==> src/rtl/ir_cap_pkg.sv <==
package ir_cap_pkg;

    typedef enum logic [1:0] {
        ST_IDLE = 2'd0,
        ST_RUN  = 2'd1,
        ST_DONE = 2'd2
    } cap_state_e;

    localparam int OFS_CFG_EN     = 'h0C;
    localparam int OFS_CFG_PERIOD = 'h10;
    localparam int OFS_RESTART    = 'h20;
    localparam int OFS_BANK_BASE  = 'h88;
    localparam int OFS_IRQ_MASK   = 'hCC;
    localparam int OFS_IRQ_STAT   = 'hD0;

    localparam int BIT_RX_ON      = 0;
    localparam int BIT_MEASURE_ON = 13;
    localparam int PERIOD_LSB     = 8;

endpackage

==> src/rtl/ir_in_sync.sv <==
module ir_in_sync #(
    parameter int STAGES = 2
) (
    input  logic clk,
    input  logic rst_n,
    input  logic raw_in,
    output logic level
);

    typedef struct packed {
        logic [STAGES-1:0] sh;
    } sync_t;

    sync_t d, q;

    always_comb begin
        d    = q;
        d.sh = {q.sh[STAGES-2:0], raw_in};
    end

    always_ff @(posedge clk or negedge rst_n) begin
        if (!rst_n) q <= '{sh: '1};
        else        q <= d;
    end

    assign level = q.sh[STAGES-1];

endmodule

==> src/rtl/ir_tick_gen.sv <==
module ir_tick_gen #(
    parameter int DIV      = 4,
    parameter int PERIOD_W = 13
) (
    input  logic                clk,
    input  logic                rst_n,
    input  logic                run,
    input  logic [PERIOD_W-1:0] period,
    output logic                sample_tick
);

    localparam int DIV_W = (DIV > 1) ? $clog2(DIV) : 1;
    localparam logic [DIV_W-1:0] DIV_LAST = DIV_W'(DIV - 1);

    typedef struct packed {
        logic [DIV_W-1:0]    div;
        logic [PERIOD_W-1:0] per;
    } tick_t;

    tick_t d, q;
    logic  div_wrap;
    logic  per_hit;

    assign div_wrap    = (q.div == DIV_LAST);
    assign per_hit     = ({1'b0, q.per} + (PERIOD_W+1)'(1)) >= {1'b0, period};
    assign sample_tick = run && div_wrap && per_hit;

    always_comb begin
        d = q;
        if (!run) begin
            d = '0;
        end else if (div_wrap) begin
            d.div = '0;
            d.per = per_hit ? '0 : q.per + 1'b1;
        end else begin
            d.div = q.div + 1'b1;
        end
    end

    always_ff @(posedge clk or negedge rst_n) begin
        if (!rst_n) q <= '0;
        else        q <= d;
    end

    // the period counter never runs past a nonzero setting
    p_period_bound_r2: assert property (@(posedge clk) disable iff (!rst_n)
        (run && period != '0 && $stable(period) && $past(run)) |-> (q.per < period || $past(q.per) >= period));

endmodule

==> src/rtl/ir_pw_recorder.sv <==
module ir_pw_recorder
    import ir_cap_pkg::*;
#(
    parameter int ENTRIES = 68,
    parameter int CNT_W   = 8
) (
    input  logic                     clk,
    input  logic                     rst_n,
    input  logic                     sample_tick,
    input  logic                     mark,
    input  logic                     restart,
    output logic [ENTRIES*CNT_W-1:0] bank,
    output logic                     evt,
    output logic                     frozen
);

    localparam int IDX_W = $clog2(ENTRIES + 1);
    localparam logic [CNT_W-1:0] CNT_MAX  = '1;
    localparam logic [CNT_W-1:0] CNT_ONE  = CNT_W'(1);
    localparam logic [IDX_W-1:0] IDX_LAST = IDX_W'(ENTRIES - 1);
    localparam logic [IDX_W-1:0] IDX_FULL = IDX_W'(ENTRIES);

    typedef struct packed {
        cap_state_e                     st;
        logic [IDX_W-1:0]               idx;
        logic [CNT_W-1:0]               cnt;
        logic                           lvl;
        logic                           evt;
        logic [ENTRIES-1:0][CNT_W-1:0]  bank;
    } rec_t;

    rec_t d, q;

    always_comb begin
        d     = q;
        d.evt = 1'b0;
        if (restart) begin
            d.st   = ST_IDLE;
            d.idx  = '0;
            d.cnt  = '0;
            d.lvl  = 1'b0;
            d.bank = '0;
        end else if (sample_tick) begin
            unique case (q.st)
                ST_IDLE: begin
                    if (mark) begin
                        d.st  = ST_RUN;
                        d.lvl = 1'b1;
                        d.cnt = CNT_ONE;
                    end
                end
                ST_RUN: begin
                    if (mark == q.lvl) begin
                        if (q.cnt != CNT_MAX) d.cnt = q.cnt + 1'b1;
                        if (!q.lvl && q.cnt == CNT_MAX - 1'b1) begin
                            d.bank[q.idx] = CNT_MAX;
                            d.idx         = q.idx + 1'b1;
                            d.st          = ST_DONE;
                            d.evt         = 1'b1;
                        end
                    end else begin
                        d.bank[q.idx] = q.cnt;
                        d.idx         = q.idx + 1'b1;
                        if (q.idx == IDX_LAST) begin
                            d.st  = ST_DONE;
                            d.evt = 1'b1;
                        end else begin
                            d.lvl = mark;
                            d.cnt = CNT_ONE;
                        end
                    end
                end
                default: ;
            endcase
        end
    end

    always_ff @(posedge clk or negedge rst_n) begin
        if (!rst_n) q <= '0;
        else        q <= d;
    end

    assign bank   = q.bank;
    assign evt    = q.evt;
    assign frozen = (q.st == ST_DONE);

    // a level being measured never shows a wrapped (zero) count
    p_no_wrap_r3: assert property (@(posedge clk) disable iff (!rst_n)
        (q.st == ST_RUN) |-> (q.cnt != '0));

    // nothing is stored while waiting for the first mark
    p_idle_empty_r4: assert property (@(posedge clk) disable iff (!rst_n)
        (q.st == ST_IDLE) |-> (q.idx == '0));

    // the write pointer never leaves the bank
    p_idx_bound_r5: assert property (@(posedge clk) disable iff (!rst_n)
        q.idx <= IDX_FULL);

    // a finished capture holds its contents until restart
    p_freeze_r7: assert property (@(posedge clk) disable iff (!rst_n)
        (q.st == ST_DONE && !restart) |=> (q.st == ST_DONE && $stable(q.bank)));

    // restart empties the bank and re-arms
    p_restart_r8: assert property (@(posedge clk) disable iff (!rst_n)
        restart |=> (q.bank == '0 && q.st == ST_IDLE));

endmodule

==> src/rtl/ir_capture_ctrl.sv <==
module ir_capture_ctrl
    import ir_cap_pkg::*;
#(
    parameter int                  WORDS       = 17,
    parameter int                  CNT_W       = 8,
    parameter int                  CLK_DIV     = 4,
    parameter int                  PERIOD_W    = 13,
    parameter int                  ADDR_W      = 8,
    parameter int                  DATA_W      = 32,
    parameter int                  SYNC_STAGES = 2,
    parameter logic [PERIOD_W-1:0] PERIOD_RST  = 13'hC00
) (
    input  logic              clk,
    input  logic              rst_n,
    input  logic              ir_rx,
    input  logic              bus_we,
    input  logic [ADDR_W-1:0] bus_addr,
    input  logic [DATA_W-1:0] bus_wdata,
    output logic [DATA_W-1:0] bus_rdata,
    output logic              irq
);

    localparam int LANES   = DATA_W / CNT_W;
    localparam int ENTRIES = WORDS * LANES;
    localparam int SEL_W   = ADDR_W - 2;

    typedef struct packed {
        logic                rx_on;
        logic                meas_on;
        logic [PERIOD_W-1:0] period;
        logic                irq_mask;
        logic                status;
    } regs_t;

    regs_t d, q;

    logic                     rx_level;
    logic                     tick;
    logic                     cap_on;
    logic                     restart_w;
    logic                     clear_w;
    logic                     rec_evt;
    logic                     rec_frozen;
    logic [ENTRIES*CNT_W-1:0] bank_flat;
    logic [DATA_W-1:0]        words [WORDS];
    logic [ADDR_W-1:0]        bank_off;
    logic [SEL_W-1:0]         word_sel;
    logic                     in_bank;

    function automatic logic wr_at(input int ofs);
        return bus_we && (bus_addr == ADDR_W'(ofs));
    endfunction

    assign cap_on    = q.rx_on && q.meas_on;
    assign restart_w = wr_at(OFS_RESTART) && bus_wdata[0];
    assign clear_w   = wr_at(OFS_IRQ_STAT) && bus_wdata[0];

    ir_in_sync #(.STAGES(SYNC_STAGES)) u_sync (
        .clk    (clk),
        .rst_n  (rst_n),
        .raw_in (ir_rx),
        .level  (rx_level)
    );

    ir_tick_gen #(.DIV(CLK_DIV), .PERIOD_W(PERIOD_W)) u_tick (
        .clk         (clk),
        .rst_n       (rst_n),
        .run         (cap_on),
        .period      (q.period),
        .sample_tick (tick)
    );

    ir_pw_recorder #(.ENTRIES(ENTRIES), .CNT_W(CNT_W)) u_rec (
        .clk         (clk),
        .rst_n       (rst_n),
        .sample_tick (tick),
        .mark        (~rx_level),
        .restart     (restart_w),
        .bank        (bank_flat),
        .evt         (rec_evt),
        .frozen      (rec_frozen)
    );

    generate
        for (genvar w = 0; w < WORDS; w++) begin : g_word
            assign words[w] = bank_flat[w*DATA_W +: DATA_W];
        end
    endgenerate

    always_comb begin
        d = q;
        if (wr_at(OFS_CFG_EN)) begin
            d.rx_on   = bus_wdata[BIT_RX_ON];
            d.meas_on = bus_wdata[BIT_MEASURE_ON];
        end
        if (wr_at(OFS_CFG_PERIOD)) d.period   = bus_wdata[PERIOD_LSB +: PERIOD_W];
        if (wr_at(OFS_IRQ_MASK))   d.irq_mask = bus_wdata[0];
        if (rec_evt)               d.status   = 1'b1;
        else if (clear_w)          d.status   = 1'b0;
    end

    always_ff @(posedge clk or negedge rst_n) begin
        if (!rst_n) begin
            q        <= '0;
            q.period <= PERIOD_RST;
        end else begin
            q <= d;
        end
    end

    assign bank_off = bus_addr - ADDR_W'(OFS_BANK_BASE);
    assign word_sel = bank_off[ADDR_W-1:2];
    assign in_bank  = (bus_addr >= ADDR_W'(OFS_BANK_BASE)) && (bank_off[1:0] == 2'b00)
                      && (int'(word_sel) < WORDS);

    always_comb begin
        bus_rdata = '0;
        if (bus_addr == ADDR_W'(OFS_CFG_EN)) begin
            bus_rdata[BIT_RX_ON]      = q.rx_on;
            bus_rdata[BIT_MEASURE_ON] = q.meas_on;
        end else if (bus_addr == ADDR_W'(OFS_CFG_PERIOD)) begin
            bus_rdata[PERIOD_LSB +: PERIOD_W] = q.period;
        end else if (bus_addr == ADDR_W'(OFS_IRQ_MASK)) begin
            bus_rdata[0] = q.irq_mask;
        end else if (bus_addr == ADDR_W'(OFS_IRQ_STAT)) begin
            bus_rdata[0] = q.status;
        end else if (in_bank) begin
            bus_rdata = words[word_sel];
        end
    end

    assign irq = q.status && q.irq_mask;

    // with capture disabled the bank only moves on a restart
    p_gate_r1: assert property (@(posedge clk) disable iff (!rst_n)
        (!cap_on && !restart_w) |=> $stable(bank_flat));

    // an end event always leaves the status set
    p_evt_sets_r6: assert property (@(posedge clk) disable iff (!rst_n)
        rec_evt |=> q.status);

    // an end event is always followed by a frozen recorder until restart
    p_evt_freezes_r7: assert property (@(posedge clk) disable iff (!rst_n)
        (rec_evt && !restart_w) |-> rec_frozen);

    // a clear with no competing event drops the status
    p_clear_r9: assert property (@(posedge clk) disable iff (!rst_n)
        (clear_w && !rec_evt) |=> !q.status);

endmodule

==> config.mk <==
export PLATFORM = sky130hd
export DESIGN_NAME = ir_capture_ctrl
export DESIGN_NICKNAME = d
export VERILOG_FILES = /design/src/rtl/ir_cap_pkg.sv /design/src/rtl/ir_in_sync.sv /design/src/rtl/ir_tick_gen.sv /design/src/rtl/ir_pw_recorder.sv /design/src/rtl/ir_capture_ctrl.sv
export SDC_FILE = /design/constraint.sdc
export NUM_CORES = 2
export LEC_CHECK = 0
export BUFFER_PORTS_ARGS = -buffer_cell sky130_fd_sc_hd__buf_2
export CAP_MARGIN = 20
export CORE_MARGIN = 3
export CORE_UTILIZATION = 55
export DETAILED_ROUTE_END_ITERATION = 8
export PLACE_DENSITY = 0.83
export SLEW_MARGIN = 20
export SYNTH_ARGS = -nofsm -noshare
export SYNTH_HDL_FRONTEND = slang
export SYNTH_SLANG_ARGS = --single-unit
==> constraint.sdc <==
create_clock -name clk -period 6.45 [get_ports clk]
set_input_delay 0.3225 -clock clk [delete_from_list [all_inputs] [get_ports clk]]
set_output_delay 0.3225 -clock clk [all_outputs]
set_load 0.05 [all_outputs]
==> impl_metrics.env <==
export IMPL_global_route_usage_total_pct=29.0
export IMPL_p_int_mw=5.97
export IMPL_core_area_sq_mm=0.0493
export IMPL_final_setup_viol_count=0
export IMPL_number_of_nets_in_the_layout=2075
export IMPL_timing_reg2reg_setup_slack_ns=1.70
export IMPL_std_cell_rows=81
export IMPL_cp_slowest_stage_delay_ns=0.89
export IMPL_required_ns=6.13
export IMPL_timing_worst_slew_pin_value_ns=1.11
export IMPL_drcViolationCount=0
export IMPL_cts_sink_count=597
export IMPL_postSynthRegisterBits=597
export IMPL_hold_end="q[16]"
export IMPL_cts_buffer_depth=3
export IMPL_post_route_cells_drive_above_1_share_pct=20.3
export IMPL_multiInputGateArea_sq_mm=0.0117
export IMPL_holdWs_ns=0.127
export IMPL_worstPathArrival_ns=4.45
export IMPL_final_hold_viol_count=0
export IMPL_yosysWarningCount=0
export IMPL_port_buffer_count=58
export IMPL_synth_top_flop_cell="sky130_fd_sc_hd__dfrtp_1"
export IMPL_antenna_cells=0
export IMPL_final_total_negative_setup_slack_ns=0
export IMPL_power_switching_mw=1.73
export IMPL_sequentialPowerShare_pct=49.0
export IMPL_filler_cell_count=3542
export IMPL_die_area_sq_mm=0.0528
export IMPL_grt_overflow=0
export IMPL_worst_setup_path_type="in -> out"
export IMPL_final_critical_path_required_period_ns=4.78
export IMPL_ir_drop_mv=0.198
export IMPL_area_growth_syn_to_layout_pct=10.1
export IMPL_p_clk_share_pct=47.0
export IMPL_die_h_microns=230
export IMPL_stdcell_area_sq_mm=0.0303
export IMPL_io_pins=77
export IMPL_via_count=19800
export IMPL_cp_max_fo=60
export IMPL_grt_antenna_before_repair=0
export IMPL_tritoncts="yes"
export IMPL_final_setup_worst_slack_ns=1.67
export IMPL_min_path_type="in -> reg"
export IMPL_detailed_place_area_sq_mm=0.0281
export IMPL_chipWidth_microns=230
export IMPL_sequential_cell_area_sq_mm=0.0149
export IMPL_relSlewSlack_pct=25.9
export IMPL_dpl_hpwl_microns=45700
export IMPL_global_route_wire_length_before_repair_microns=121000
export IMPL_critical_path_reg2reg_startpoint="u_tick.q[0]"
export IMPL_hold_path_depth=3
export IMPL_critical_path_cell_chain="clkbuf_8 > inv_1 > ha_1 > o21ba_2 > nor3_1 > a211o_1 > nor2_1 > a222oi_1 > o21ai_0 > buf_2"
export IMPL_synth_cells=1998
export IMPL_post_cts_repair_setup_buffers=0
export IMPL_rsz0062_at_grt="no"
export IMPL_worstSkewPairLatency_ns=0.64
export IMPL_grt_pass1_vias=20100
export IMPL_drt_wirelength_per_cell_microns=28.0
export IMPL_ctsHtreeMaxLevel=2
export IMPL_worst_r2r_path_depth=14
export IMPL_postLayoutCoreUtil_pct=61.6
export IMPL_critical_path_endpoint_type="primary output"
export IMPL_total_leakage_power_nw=13.4
export IMPL_most_frequent_standard_cell_in_the_layout_excluding_fill_and_tap_cells="sky130_fd_sc_hd__dfrtp_1"
export IMPL_wirelength_microns=76200
export IMPL_synthesis_area_sq_mm=0.0276
export IMPL_crit_path_start_kind="input pin"
export IMPL_dr_pass1_iters=6
export IMPL_final_cell_mix="sky130_fd_sc_hd__dfrtp_1 (593), sky130_fd_sc_hd__a22o_1 (546), sky130_fd_sc_hd__mux4_2 (159)"
export IMPL_ys_async_sr_fraction_pct=100
export IMPL_post_synth_num_cell_types=69
export IMPL_p_sw_share_pct=22.5
export IMPL_grt_max_degree=188
export IMPL_combPwrFrac_pct=4.1
export IMPL_timing_final_max_slew_violations=0
export IMPL_hold_path_startpoint="bus_we"
export IMPL_synth_seq_area_share_pct=54.2
export IMPL_number_of_nets_in_the_synthesized_netlist=2061
export IMPL_maxClockFrequency_ghz=0.209
export IMPL_cts_inserted_buffers=59
export IMPL_start_util_pct=56.0
export IMPL_placer_s_final_routability_congestion_estimate=0.909
export IMPL_powerDensity_mw_per_mm2=254
export IMPL_worstReg2RegEnd="u_rec.bank[479]"
export IMPL_fin_worst_skew_ns=0.0231
export IMPL_antenna_left=0
export IMPL_post_place_ws_ns=1.88
export IMPL_synth_edff_count=0
export IMPL_run_status="finished, final reports clean"
export IMPL_timing_critical_path_slowest_stage_cell="sky130_fd_sc_hd__a222oi_1"
export IMPL_cts_clk_slew_worst_paths_ns=0.06
export IMPL_maxCapViolations=0
export IMPL_detailedRoute_firstIterationViolations=2829
export IMPL_syn_area_per_cell_sq_um=13.8
export IMPL_cts_root_buf="sky130_fd_sc_hd__clkbuf_16"
export IMPL_viasPerCell=7.27
export IMPL_period_share_pct=74.1
[sequential cells by signal, indices dropped and copies added (netlist names)]
register	count
u_rec.bank	544
u_sync.q	2
u_rec.q	18
u_rec.evt	1
u_tick.q	15
q	17
[worst max path at each step]
stage,cells past startpoint,slack (ns),startpoint,end
floorplan,10,2.69,bus_addr[3],bus_rdata[10]
global placement,10,2.00,bus_addr[3],bus_rdata[13]
detailed placement,14,1.88,u_tick.q[0],u_rec.bank[367]
CTS,14,1.84,u_tick.q[0],u_rec.bank[367]
global route,14,1.47,u_tick.q[0],u_rec.bank[399]
finish,10,1.67,bus_addr[3],bus_rdata[13]
[layout make-up]
| cell class | instances | share of cell area [%] |
|---|---|---|
| Multi-Input combinational cell | 1213 | 38.5 |
| Sequential cell | 597 | 49.2 |
| Clock inverter | 23 | 1.06 |
| Tap cell | 664 | 2.74 |
| Timing Repair Buffer | 98 | 2.30 |
| Clock buffer | 84 | 5.64 |
| Inverter | 43 | 0.532 |
[power by group through the flow]
stage | Combinational, mW | Clock, mW | Sequential (mW)
detailed placement | 0.303 | 0 | 3.84
global placement | 0.294 | 0 | 3.84
CTS | 0.312 | 3.64 | 3.77
global route | 0.340 | 3.78 | 3.77
floorplan | 0.170 | 0 | 3.83
finish | 0.313 | 3.62 | 3.77
[routing by layer]
| metal | track usage (%) | vias to the layer above | routed length (microns) |
|---|---|---|---|
| li1 | - | 7976 | - |
| met2 | 42.8 | 1391 | 34400 |
| met1 | 41.7 | 10200 | 29500 |
| met3 | 7.46 | 227 | 9330 |
| met4 | 11.6 | 0 | 3050 |
| met5 | 0 | - | 0 |
[cells in the mapped netlist (all sizes together) (16+ instances only)]
cell	number	share of area [%]
dfrtp	593	54
mux2	16	0.65
nand2	51	0.69
inv	43	0.59
nor4	17	0.84
nand3	40	0.73
ha	19	0.86
nor2	97	1.3
buf	97	2.3
mux4	159	13
clkbuf	48	0.66
o21ai	28	0.55
a22o	546	17
a21oi	95	2.1
[stage by stage]
step | std cells | power, mW
4_1_cts | 2721 | 7.72
3_5_place_dp | 2598 | 4.14
5_1_grt | 2722 | 7.89
2_1_floorplan | 1998 | 4.00
3_3_place_gp | 2598 | 4.13
6_report | 2722 | 7.70
[worst max-delay path, delay by kind of cell]
kind            cells  cell delay (ns)
compound gates      4             2.26
simple gates        2             0.60
fa+ha+maj           1             0.30
buf+inv             3             0.89
[repair_timing]
action / in CTS / in global routing
hold buffers: 16 / 0
endpoints found under the hold margin: 147 / 0
gates resized for setup: 0 / 0
[kinds of logic after synthesis]
logic type,Yosys count,share of synthesized area [%]
multiplexers,177,13.7
buffers and inverters,188,3.59
AND/OR/NAND/NOR,275,5.35
XOR/XNOR,16,0.508
AO/OA/AOI/OAI,726,21.7
flip-flops,597,54.2
adder cells (fa/ha/maj),19,0.863
(Power assumes the default switching activity.)
